`config.mk`:
```
export PLATFORM = sky130hd
export DESIGN_NAME = phy_ctrl_reg
export DESIGN_NICKNAME = d
export VERILOG_FILES = /design/src/rtl/phyc_pkg.sv /design/src/rtl/phyc_regs.sv /design/src/rtl/phyc_idle_timer.sv /design/src/rtl/phyc_can_seq.sv /design/src/rtl/phy_ctrl_reg.sv
export SDC_FILE = /design/constraint.sdc
export NUM_CORES = 1
export LEC_CHECK = 0
export BUFFER_PORTS_ARGS = -buffer_cell sky130_fd_sc_hd__buf_2
export CORE_MARGIN = 2
export CORE_UTILIZATION = 54
export CTS_CLUSTER_SIZE = 40
export DETAILED_ROUTE_END_ITERATION = 7
export PLACE_DENSITY = 0.85
export SYNTH_ARGS = -nofsm -noshare
export SYNTH_HDL_FRONTEND = slang
export SYNTH_SLANG_ARGS = --single-unit
```
`constraint.sdc`:
```
create_clock -name clk -period 5.9 [get_ports clk]
set_input_delay 0.59 -clock clk [delete_from_list [all_inputs] [get_ports clk]]
set_output_delay 0.59 -clock clk [all_outputs]
set_load 0.02 [all_outputs]
```
`src/rtl/phyc_pkg.sv`:
```
package phyc_pkg;
  localparam int FRAME_W = 16;
  localparam int CTL_W   = 12;
  localparam logic [1:0] ADDR_SEL = 2'b11;
  localparam int BIT_RO  = 12;
  localparam int BIT_RS  = 13;

  typedef struct packed {
    logic v2_keep;
    logic listen_req;
    logic off_long;
    logic can_tx_off;
    logic can_loop;
    logic can_act;
    logic rsvd;
    logic lin_act;
    logic lin_low_slope;
    logic lin_hi_drive;
    logic lin_wake_en;
    logic lin_tx_off;
  } ctl_t;

  typedef enum logic [1:0] {
    CS_OFFLINE = 2'd0,
    CS_ONLINE  = 2'd1,
    CS_LISTEN  = 2'd2,
    CS_ACTIVE  = 2'd3
  } can_st_e;
endpackage

```
`src/rtl/phyc_regs.sv`:
```
module phyc_regs
  import phyc_pkg::*;
(
  input  logic               clk,
  input  logic               rst_n,
  input  logic               frm_valid,
  output logic               frm_ready,
  input  logic [FRAME_W-1:0] frm_data,
  output logic               resp_valid,
  input  logic               resp_ready,
  output logic [FRAME_W-1:0] resp_data,
  input  logic [FRAME_W-1:0] gp_status,
  input  logic               clr_listen,
  output ctl_t               ctl,
  output logic               wr_fire,
  output logic               txoff_fall
);
  ctl_t ctl_q;
  logic accept, hit, resp_gp_q;
  logic [FRAME_W-1:0] ctl_word;

  assign frm_ready  = !resp_valid || resp_ready;
  assign accept     = frm_valid && frm_ready;
  assign hit        = (frm_data[FRAME_W-1 -: 2] == ADDR_SEL);
  assign wr_fire    = accept && hit && !frm_data[BIT_RO];
  assign txoff_fall = wr_fire && ctl_q.can_tx_off && !frm_data[8];
  assign ctl_word   = {ADDR_SEL, 2'b00, ctl_q};
  assign ctl        = ctl_q;

  always_ff @(posedge clk) begin
    if (!rst_n) begin
      ctl_q <= '0;
    end else if (wr_fire) begin
      ctl_q      <= ctl_t'(frm_data[CTL_W-1:0]);
      ctl_q.rsvd <= 1'b0;
    end else if (clr_listen) begin
      ctl_q.listen_req <= 1'b0;
    end
  end

  always_ff @(posedge clk) begin
    if (!rst_n) begin
      resp_valid <= 1'b0;
      resp_data  <= '0;
      resp_gp_q  <= 1'b0;
    end else if (accept && hit) begin
      resp_valid <= 1'b1;
      resp_gp_q  <= frm_data[BIT_RS];
      resp_data  <= frm_data[BIT_RS] ? gp_status : ctl_word;
    end else if (resp_ready) begin
      resp_valid <= 1'b0;
    end
  end

  p_hold_r5: assert property (@(posedge clk) disable iff (!rst_n)
    resp_valid && !resp_ready |=> resp_valid && $stable(resp_data));

  p_ro_keep_r2: assert property (@(posedge clk) disable iff (!rst_n)
    accept && hit && frm_data[BIT_RO] && !clr_listen |=> $stable(ctl_q));

  p_rsvd_zero_r4: assert property (@(posedge clk) disable iff (!rst_n)
    resp_valid && !resp_gp_q |-> resp_data[5] == 1'b0);
endmodule

```
`src/rtl/phyc_idle_timer.sv`:
```
module phyc_idle_timer #(
  parameter int T_SHORT     = 16,
  parameter int T_LONG      = 40,
  parameter int T_SHORT_EXT = 24,
  parameter int T_LONG_EXT  = 60
) (
  input  logic clk,
  input  logic rst_n,
  input  logic run,
  input  logic bus_rxd,
  input  logic wake_set,
  input  logic off_long,
  output logic expire
);
  localparam int TMAX_A = (T_LONG > T_SHORT) ? T_LONG : T_SHORT;
  localparam int TMAX_B = (T_LONG_EXT > T_SHORT_EXT) ? T_LONG_EXT : T_SHORT_EXT;
  localparam int TMAX   = (TMAX_A > TMAX_B) ? TMAX_A : TMAX_B;
  localparam int CW     = $clog2(TMAX + 1);

  logic [CW-1:0] cnt_q, lim;
  logic rxd_q, ext_q, activity;

  assign activity = (bus_rxd != rxd_q);

  always_comb begin
    case ({ext_q, off_long})
      2'b00:   lim = CW'(T_SHORT);
      2'b01:   lim = CW'(T_LONG);
      2'b10:   lim = CW'(T_SHORT_EXT);
      default: lim = CW'(T_LONG_EXT);
    endcase
  end

  assign expire = run && !activity && (cnt_q >= lim - 1'b1);

  always_ff @(posedge clk) begin
    if (!rst_n) begin
      rxd_q <= 1'b1;
      ext_q <= 1'b0;
      cnt_q <= '0;
    end else begin
      rxd_q <= bus_rxd;
      if (wake_set)      ext_q <= 1'b1;
      else if (activity) ext_q <= 1'b0;
      if (!run || activity) cnt_q <= '0;
      else if (cnt_q < lim) cnt_q <= cnt_q + 1'b1;
    end
  end

  p_cnt_bound_r9: assert property (@(posedge clk) disable iff (!rst_n)
    !run |=> cnt_q == '0);
endmodule

```
`src/rtl/phyc_can_seq.sv`:
```
module phyc_can_seq
  import phyc_pkg::*;
(
  input  logic    clk,
  input  logic    rst_n,
  input  logic    bus_wake,
  input  logic    mode_ok,
  input  logic    can_act,
  input  logic    listen_req,
  input  logic    expire,
  output can_st_e state,
  output logic    clr_listen,
  output logic    wake_enter
);
  can_st_e st_q, st_d;
  logic act_ok;

  assign act_ok = can_act && mode_ok;

  always_comb begin
    st_d = st_q;
    unique case (st_q)
      CS_OFFLINE: if (bus_wake) st_d = listen_req ? CS_LISTEN : CS_ONLINE;
      CS_ONLINE: begin
        if (act_ok)          st_d = CS_ACTIVE;
        else if (expire)     st_d = CS_OFFLINE;
        else if (listen_req) st_d = CS_LISTEN;
      end
      CS_LISTEN: begin
        if (act_ok)      st_d = CS_ACTIVE;
        else if (expire) st_d = CS_OFFLINE;
      end
      CS_ACTIVE: if (!act_ok) st_d = CS_ONLINE;
      default: st_d = CS_OFFLINE;
    endcase
  end

  assign clr_listen = (st_d != st_q) && (st_d == CS_ONLINE || st_d == CS_ACTIVE);
  assign wake_enter = (st_q == CS_OFFLINE) && bus_wake;
  assign state      = st_q;

  always_ff @(posedge clk) begin
    if (!rst_n) st_q <= CS_OFFLINE;
    else        st_q <= st_d;
  end

  p_mode_gate_r6: assert property (@(posedge clk) disable iff (!rst_n)
    !mode_ok |=> st_q != CS_ACTIVE);

  p_wake_r7: assert property (@(posedge clk) disable iff (!rst_n)
    st_q == CS_OFFLINE && bus_wake && !listen_req |=> st_q == CS_ONLINE);
endmodule

```
`src/rtl/phy_ctrl_reg.sv`:
```
module phy_ctrl_reg
  import phyc_pkg::*;
#(
  parameter int T_SHORT     = 16,
  parameter int T_LONG      = 40,
  parameter int T_SHORT_EXT = 24,
  parameter int T_LONG_EXT  = 60
) (
  input  logic        clk,
  input  logic        rst_n,
  input  logic        frame_valid,
  output logic        frame_ready,
  input  logic [15:0] frame_data,
  output logic        resp_valid,
  input  logic        resp_ready,
  output logic [15:0] resp_data,
  input  logic [15:0] gp_status,
  input  logic [1:0]  sys_mode,
  input  logic        bus_wake,
  input  logic        bus_rxd,
  input  logic        bus_ok,
  input  logic        if_fault,
  input  logic        can_txd,
  output logic [1:0]  can_state,
  output logic        can_tx_en,
  output logic        can_rxd_out,
  output logic        v2_en,
  output logic        lin_active,
  output logic        lin_tx_en,
  output logic        lin_low_slope,
  output logic        lin_hi_drive,
  output logic        lin_wake_en
);
  ctl_t    ctl;
  can_st_e st;
  logic    wr_fire, txoff_fall, clr_listen, wake_enter, expire, mode_ok, fault_q, run;

  assign mode_ok = (sys_mode == 2'b01) || (sys_mode == 2'b10);
  assign run     = (st == CS_ONLINE) || (st == CS_LISTEN);

  phyc_regs u_regs (
    .clk(clk), .rst_n(rst_n),
    .frm_valid(frame_valid), .frm_ready(frame_ready), .frm_data(frame_data),
    .resp_valid(resp_valid), .resp_ready(resp_ready), .resp_data(resp_data),
    .gp_status(gp_status), .clr_listen(clr_listen), .ctl(ctl),
    .wr_fire(wr_fire), .txoff_fall(txoff_fall)
  );

  phyc_idle_timer #(
    .T_SHORT(T_SHORT), .T_LONG(T_LONG),
    .T_SHORT_EXT(T_SHORT_EXT), .T_LONG_EXT(T_LONG_EXT)
  ) u_timer (
    .clk(clk), .rst_n(rst_n), .run(run), .bus_rxd(bus_rxd),
    .wake_set(wake_enter), .off_long(ctl.off_long), .expire(expire)
  );

  phyc_can_seq u_seq (
    .clk(clk), .rst_n(rst_n), .bus_wake(bus_wake), .mode_ok(mode_ok),
    .can_act(ctl.can_act), .listen_req(ctl.listen_req), .expire(expire),
    .state(st), .clr_listen(clr_listen), .wake_enter(wake_enter)
  );

  always_ff @(posedge clk) begin
    if (!rst_n)                      fault_q <= 1'b0;
    else if (if_fault)               fault_q <= 1'b1;
    else if (bus_ok || txoff_fall)   fault_q <= 1'b0;
  end

  assign can_state     = st;
  assign can_tx_en     = (st == CS_ACTIVE) && !ctl.can_tx_off && !fault_q;
  assign can_rxd_out   = (ctl.can_loop && ctl.can_tx_off) ? can_txd : bus_rxd;
  assign v2_en         = (st != CS_OFFLINE) || ctl.v2_keep;
  assign lin_active    = ctl.lin_act && mode_ok;
  assign lin_tx_en     = lin_active && !ctl.lin_tx_off;
  assign lin_low_slope = ctl.lin_low_slope;
  assign lin_hi_drive  = ctl.lin_hi_drive;
  assign lin_wake_en   = ctl.lin_wake_en;

  p_expire_r9: assert property (@(posedge clk) disable iff (!rst_n)
    expire && !bus_wake |=> can_state == 2'd0);

  p_fault_r11: assert property (@(posedge clk) disable iff (!rst_n)
    if_fault |=> !can_tx_en);

  p_listen_clr_r7: assert property (@(posedge clk) disable iff (!rst_n)
    clr_listen && !wr_fire |=> !ctl.listen_req);

  p_loop_r8: assert property (@(posedge clk) disable iff (!rst_n)
    !ctl.can_tx_off |-> can_rxd_out == bus_rxd);

  p_ready_r5: assert property (@(posedge clk) disable iff (!rst_n)
    resp_valid && !resp_ready |-> !frame_ready);
endmodule

```
After elaboration in Yosys (flattened, before gate mapping)

Index checks and enable logic that the tools add are counted.

Register bits: 39
Bits in latches: 0
Bits in writable memories: 0
Bits in read-only memories: 0
Input port bits: 43
Output and inout port bits: 28
Word-level logic and storage cells: 93
Memories: 0

Add/sub/neg operators: 2
Multiply operators: 0
Divide/modulo/power cells: 0
Order comparisons: 2
Equal/unequal tests: 12
Shift operators: 0
Mux-type cells: 20
Bitwise logic cells: 1
Reduce and logical (&&, ||, !) cells: 38

Operators by type and width:

| cell                  | number |
|---|---|
| $pmux W6 S3           | 1 |
| $mux W16              | 1 |
| $mux W2               | 8 |
| $logic_and A1 B1 Y1   | 15 |
| $eq A2 B2 Y1 const B  | 6 |
| $reduce_bool A2 Y1    | 5 |
| $mux W1               | 9 |
| $eq A2 B1 Y1 const B  | 4 |
| $logic_not A1 Y1      | 8 |
| $pmux W2 S4           | 1 |
| $logic_or A1 B1 Y1    | 7 |
| $add A6 B1 Y6 const B | 1 |
| $ge A6 B6 Y1          | 1 |
| $lt A6 B6 Y1          | 1 |
| $sub A6 B1 Y6 const B | 1 |
| $logic_not A2 Y1      | 2 |
| $ne A2 B2 Y1          | 1 |
| $reduce_or A2 Y1      | 1 |
| $ne A1 B1 Y1          | 1 |
| $not A1 Y1            | 1 |

Depth between registers and ports, before layout

Depth in word-level cells: 13
Gate-level depth with buffers: 9
Gate-level depth less buffers: 9

Hierarchy

From an unflattened synthesis, not the netlist that was laid out.

Cells, all modules: 228
Area total of the unflattened synthesis: 2175.8 µm²

By module, submodules not included:

| module          | instances | cells an instance | area an instance (µm²) | sequential area each (µm²) |
|---|---|---|---|---|
| phyc_regs       | 1         | 129               | 1296.2                 | 560.5 |
| phyc_idle_timer | 1         | 66                | 589.3                  | 160.2 |
| phyc_can_seq    | 1         | 19                | 168.9                  | 40.0 |
| phy_ctrl_reg    | 1         | 14                | 121.4                  | 20.0 |

Worst setup path after synthesis

OpenSTA, ideal clock, no wires.

Path kind: register -> register
From: reg u_regs.ctl_q, in the netlist u_regs.ctl[9]
To: reg u_regs.ctl[10] (netlist name)
Library setup time: 0.077 ns
Data arrival time: 2.091 ns
Data required time: 5.823 ns
Slack: 3.733 ns
Stages on the path, launching flop included: 10
Buffers on the path: 0
Clock period less this slack: 2.167 ns
Cell sequence: dfxtp_1 > inv_1 > ha_1 > xor2_1 > ha_1 > a21o_1 > a21oi_1 > a211oi_2 > or4_4 > a41oi_2

Cells in the longest elaborated chain, start to end: 12
Elaborated cells on any way between the ends: 18
Classes of those cells: add/sub (1); order compare (1); eq/ne (5); mux (6); reduce/logical (5)

Ends and longest elaborated chain:

| what                                         | line                                   | source |
|---|---|---|
| from (decl)                                  | phyc_regs.sv:18                        | `ctl_t ctl_q;` |
| from (signal assigned)                       | phyc_regs.sv:34                        | `ctl_q <= ctl_t'(frm_data[CTL_W-1:0]);` |
| $eq A2 B2 Y1, or another cell as far along   | phyc_idle_timer.sv:26                  | `case ({ext_q, off_long})` |
| $pmux W6 S3 (*)                              | phyc_idle_timer.sv:26                  |  |
| $sub A6 B1 Y6 (*)                            | phyc_idle_timer.sv:34                  | `assign expire = run && !activity && (cnt_q >= lim - 1'b1);` |
| $ge A6 B6 Y1 (*)                             | phyc_idle_timer.sv:34                  |  |
| $logic_and A1 B1 Y1 (*)                      | phyc_idle_timer.sv:34                  |  |
| $mux W2 (on tied branches)                   | phyc_can_seq.sv:31, phyc_can_seq.sv:26 |  |
| $mux W2 (on tied branches)                   | phyc_can_seq.sv:30, phyc_can_seq.sv:25 |  |
| $pmux W2 S4 (*)                              | phyc_can_seq.sv:22                     | `unique case (st_q)` |
| $eq A2 B1 Y1 or $eq A2 B2 Y1 (tied branches) | phyc_can_seq.sv:38                     | `assign clr_listen = (st_d != st_q) && (st_d == CS_ONLINE \|\| st_d == CS_ACTIVE);` |
| $logic_or A1 B1 Y1                           | phyc_can_seq.sv:38                     |  |
| $logic_and A1 B1 Y1 (*)                      | phyc_can_seq.sv:38                     |  |
| $reduce_bool A2 Y1 (no source line) (*)      | --                                     |  |

Mark *: on every way between the ends. The rest lies on a longest branch, timed or not.
A chain may end at the register's enable or synchronous reset.

Worst setup path after layout

From: reg u_regs.ctl_q, in the netlist u_regs.ctl[9]
To: reg u_regs.ctl[10] (netlist name)

Cells in the longest elaborated chain, start to end: 12
Elaborated cells on any way between the ends: 18
Classes of those cells: add/sub (1); order compare (1); eq/ne (5); mux (6); reduce/logical (5)

Ends and longest elaborated chain:

| what                                         | line |
|---|---|
| $eq A2 B2 Y1, or another cell as far along   | phyc_idle_timer.sv:26 |
| $pmux W6 S3 (*)                              | phyc_idle_timer.sv:26 |
| $sub A6 B1 Y6 (*)                            | phyc_idle_timer.sv:34 |
| $ge A6 B6 Y1 (*)                             | phyc_idle_timer.sv:34 |
| $logic_and A1 B1 Y1 (*)                      | phyc_idle_timer.sv:34 |
| $mux W2 (on tied branches)                   | phyc_can_seq.sv:31, phyc_can_seq.sv:26 |
| $mux W2 (on tied branches)                   | phyc_can_seq.sv:30, phyc_can_seq.sv:25 |
| $pmux W2 S4 (*)                              | phyc_can_seq.sv:22 |
| $eq A2 B1 Y1 or $eq A2 B2 Y1 (tied branches) | phyc_can_seq.sv:38 |
| $logic_or A1 B1 Y1                           | phyc_can_seq.sv:38 |
| $logic_and A1 B1 Y1 (*)                      | phyc_can_seq.sv:38 |
| $reduce_bool A2 Y1 (no source line) (*)      | -- |

Marks and branches as above.

==> metrics.md <==
| Metric | Value |
|---|---|
| Setup TNS | `0 ns` |
| Drc violations | `0` |
| Initial antenna violation count | `0` |
| Worst path cell trace | `inv_1 -> ha_1 -> xor2_1 -> ha_1 -> a21o_1 -> a21oi_1 -> a211oi_2 -> or4_4 -> a41oi_2` |
| DRT Pass-1 Iters | `4` |
| CTS resizes | `0` |
| Setup WS post-layout | `3.55 ns` |
| Die area | `4450 um^2` |
| RSZ-0062 raised after global routing | `no` |
| HP Start | `u_regs.resp_data[13]` |
| Commonest non-fill, non-tap cells in the layout | `buf_2 (69), dfxtp_1 (39), nand2_1 (24), mux2i_1 (22), ha_1 (17)` |
| Crit-path max FO | `4` |
| Vias/cell | `5.40` |
| Peak VDD IR | `0.000281 V` |
| Final Core Density | `0.702` |
| Synth cell types | `41` |
| Fin crit share | `0.398` |
| Row Count | `22` |
| Status | `complete, no violations` |
| Vias in the first global route | `1772` |
| Die Wd | `66.7 um` |
| Core box area | `3720 um^2` |
| Grt ovf | `0` |
| Worst R2R Setup Slack | `3.55 ns` |
| Hold path cells | `2` |
| # port buffers | `69` |
| Lkg Pwr | `0.00131 uW` |
| Warnings from Yosys | `0` |
| Setup crit start kind | `register` |
| Post-Place Worst Slack | `3.57 ns` |
| Post-Syn Instances | `223` |
| Max_slew headroom | `0.310` |
| Gr usage total | `0.227` |
| ANT cells | `0` |
| Antenna Violating Nets Remaining | `0` |
| Clk_lat worst skew | `0.29 ns` |
| CTS sink cnt | `39` |
| Worst reg2reg path endpoint | `u_regs.ctl[10]` |
| P per Cell Area | `284 nW/um^2` |
| Io pins | `71` |
| Slew @ Worst Pin | `1.03 ns` |
| Minimum clock period | `2.35 ns` |
| Die H | `66.7 um` |
| DP Wirelength | `3370 um` |
| CTS tree | `yes` |
| Final setup fails | `0` |
| Initial core utilization | `0.571` |
| Share of cells above drive strength 1 | `0.306` |
| # hold bufs at CTS | `0` |
| Slowest stage delay, CP | `0.49 ns` |
| Max-cap violations | `0` |
| DRT Wirelength | `4670 um` |
| Initial DRC count | `48` |
| P&R area growth vs syn | `22.9%` |
| CTS buffer count | `5` |
| Final-stage net count | `350` |
| Mapped cell area | `2120 um^2` |
| FF-to-FF path depth | `9` |
| Minimum hold slack | `0.460 ns` |
| Crit path DAT | `2.57 ns` |
| CTS Root Cell | `clkbuf_8` |
| Slew Limit Fails | `0` |
| Post-CTS setup repair buffer count | `0` |
| Hold path endpoint | `u_regs.resp_data[13]` |
| Final Hold Viols | `0` |
| Dominant cell type by area after synthesis | `dfxtp_1` |
| First-pass GRT wire length | `7670 um` |
| Syn_nets | `283` |
| Max frequency | `426 MHz` |
| Yosys reg bits | `39` |
| Buffer depth of the longest clock path | `2` |
| Avg WL per Cell | `13.8 um` |
| CTS clock-pin slew for the worst setup and hold paths | `0.08 ns` |
| Slowest CP cell | `or4_4` |
| H-tree Lvls | `2` |
| Worst R2R Start | `u_regs.ctl[9]` |
| Crit path kind | `reg2reg` |
| Pin count of the biggest net entering global routing | `36` |
| Area contributors post-synth | `dfxtp_1 (37%), mux2i_1 (10%), ha_1 (10%), o211a_1 (6.6%), nor2b_1 (4.7%)` |
| Clk_skew | `0.00439 ns` |
| Endpoint class of the critical path | `register` |
| Commonest non-fill, non-tap cell in the layout | `buf_2` |
| Mean Syn Cell Area | `9.52 um^2` |
| WP data required | `6.12 ns` |
| HP Class | `reg2reg` |
| Routed vias | `1831` |
| RePlAce Congestion | `0.811` |
| Most common cell type on the critical path | `ha_1` |
| Seq/Total Area, Yosys | `0.368` |
| Yosys top cell area share | `0.368` |
## worst max path at each step
stage               cells after the start  slack (ns)           from        endpoint
floorplan                               9        3.73  u_regs.ctl[9]  u_regs.ctl[10]
global placement                        9        3.61  u_regs.ctl[9]  u_regs.ctl[10]
detailed placement                      9        3.57  u_regs.ctl[9]  u_regs.ctl[10]
CTS                                     9        3.54  u_regs.ctl[9]  u_regs.ctl[10]
global route                            9        3.43  u_regs.ctl[9]  u_regs.ctl[10]
finish                                  9        3.55  u_regs.ctl[9]  u_regs.ctl[10]
## layout make-up
cell class                      count  area (um^2)
Timing Repair Buffer               70          353
Multi-Input combinational cell    164         1270
Sequential cell                    39          781
Tap cell                           48         60.1
Inverter                           10         37.5
Clock buffer                        5         68.8
Fill cell                         304         1110
Clock inverter                      3         43.8
## logic make-up (layout without fill, tap and decap cells)
| kind of cell | count (synthesis) | in the layout | synth area share |
|---|---|---|---|
| fa+ha+maj | 17 | 17 | 0.100 |
| flops | 39 | 39 | 0.368 |
| xor+xnor | 3 | 3 | 0.0124 |
| mux | 24 | 24 | 0.114 |
| compound gates | 48 | 48 | 0.184 |
| buf+inv | 20 | 88 | 0.0371 |
| simple gates | 72 | 72 | 0.184 |
## through the flow
step	cells	area, um^2	total power, uW
2_1_floorplan	223	2120	458
3_5_place_dp	331	2500	520
3_3_place_gp	331	2500	515
6_report	339	2610	742
5_1_grt	339	2610	782
4_1_cts	339	2610	744
## report_power, final
part,internal (uW),leakage (uW),total [uW],switching [uW]
Combinational,88.0,0.000931,213,125
Sequential,282,0.000318,303,21.9
Clock,126,0.0000581,225,99.1
## worst max-delay path, delay by kind of cell, from the launching register on
kind                     cells  cell delay, ns
XOR/XNOR                     1            0.17
AND/OR/NAND/NOR              1            0.49
AO/OA/AOI/OAI                4            0.61
adder cells (fa/ha/maj)      2            0.52
buffers and inverters        1            0.11
flip-flops                   1            0.38
## metal layers
layer  vias up  part of all wire  global-route usage
met3         7             0.073              0.0726
met2        61              0.48               0.399
li1        924                 -                   -
met1       839              0.43               0.257
met5         -                 0                   0
met4         0             0.015              0.0791
## flip-flops by register name, indices dropped and copies added (netlist names)
| name | flops |
|---|---|
| fault_q | 1 |
| u_regs.ctl | 11 |
| u_regs.resp_data | 16 |
| u_regs.resp_valid | 1 |
| u_seq.state | 2 |
| u_timer.cnt_q | 6 |
| u_timer.ext_q | 1 |
| u_timer.rxd_q | 1 |
## cell usage after synthesis
master / n
dfxtp_1: 39
nand2_1: 24
mux2i_1: 22
ha_1: 17
nor2b_1: 16
o211a_1: 14
inv_1: 10
a21oi_1: 8
clkbuf_1: 7
nand3_1: 7
nand2b_1: 5
nor2_1: 5
a21boi_0: 4
o211ai_1: 4
o21ai_0: 4
buf_2: 3
and3_1: 2
mux2_2: 2
nand3b_1: 2
nor4_1: 2
o21a_1: 2
o2bb2ai_1: 2
o31ai_1: 2
or4_1: 2
xor2_1: 2
a211oi_1: 1
a211oi_2: 1
a21o_1: 1
a22oi_1: 1
a311oi_1: 1
a41oi_2: 1
and2_2: 1
and2_4: 1
nor3_2: 1
nor3b_1: 1
o2111ai_1: 1
o21a_4: 1
or3_1: 1
or3b_2: 1
or4_4: 1
xnor2_1: 1
Note: power is estimated with default switching activity, not from simulation.
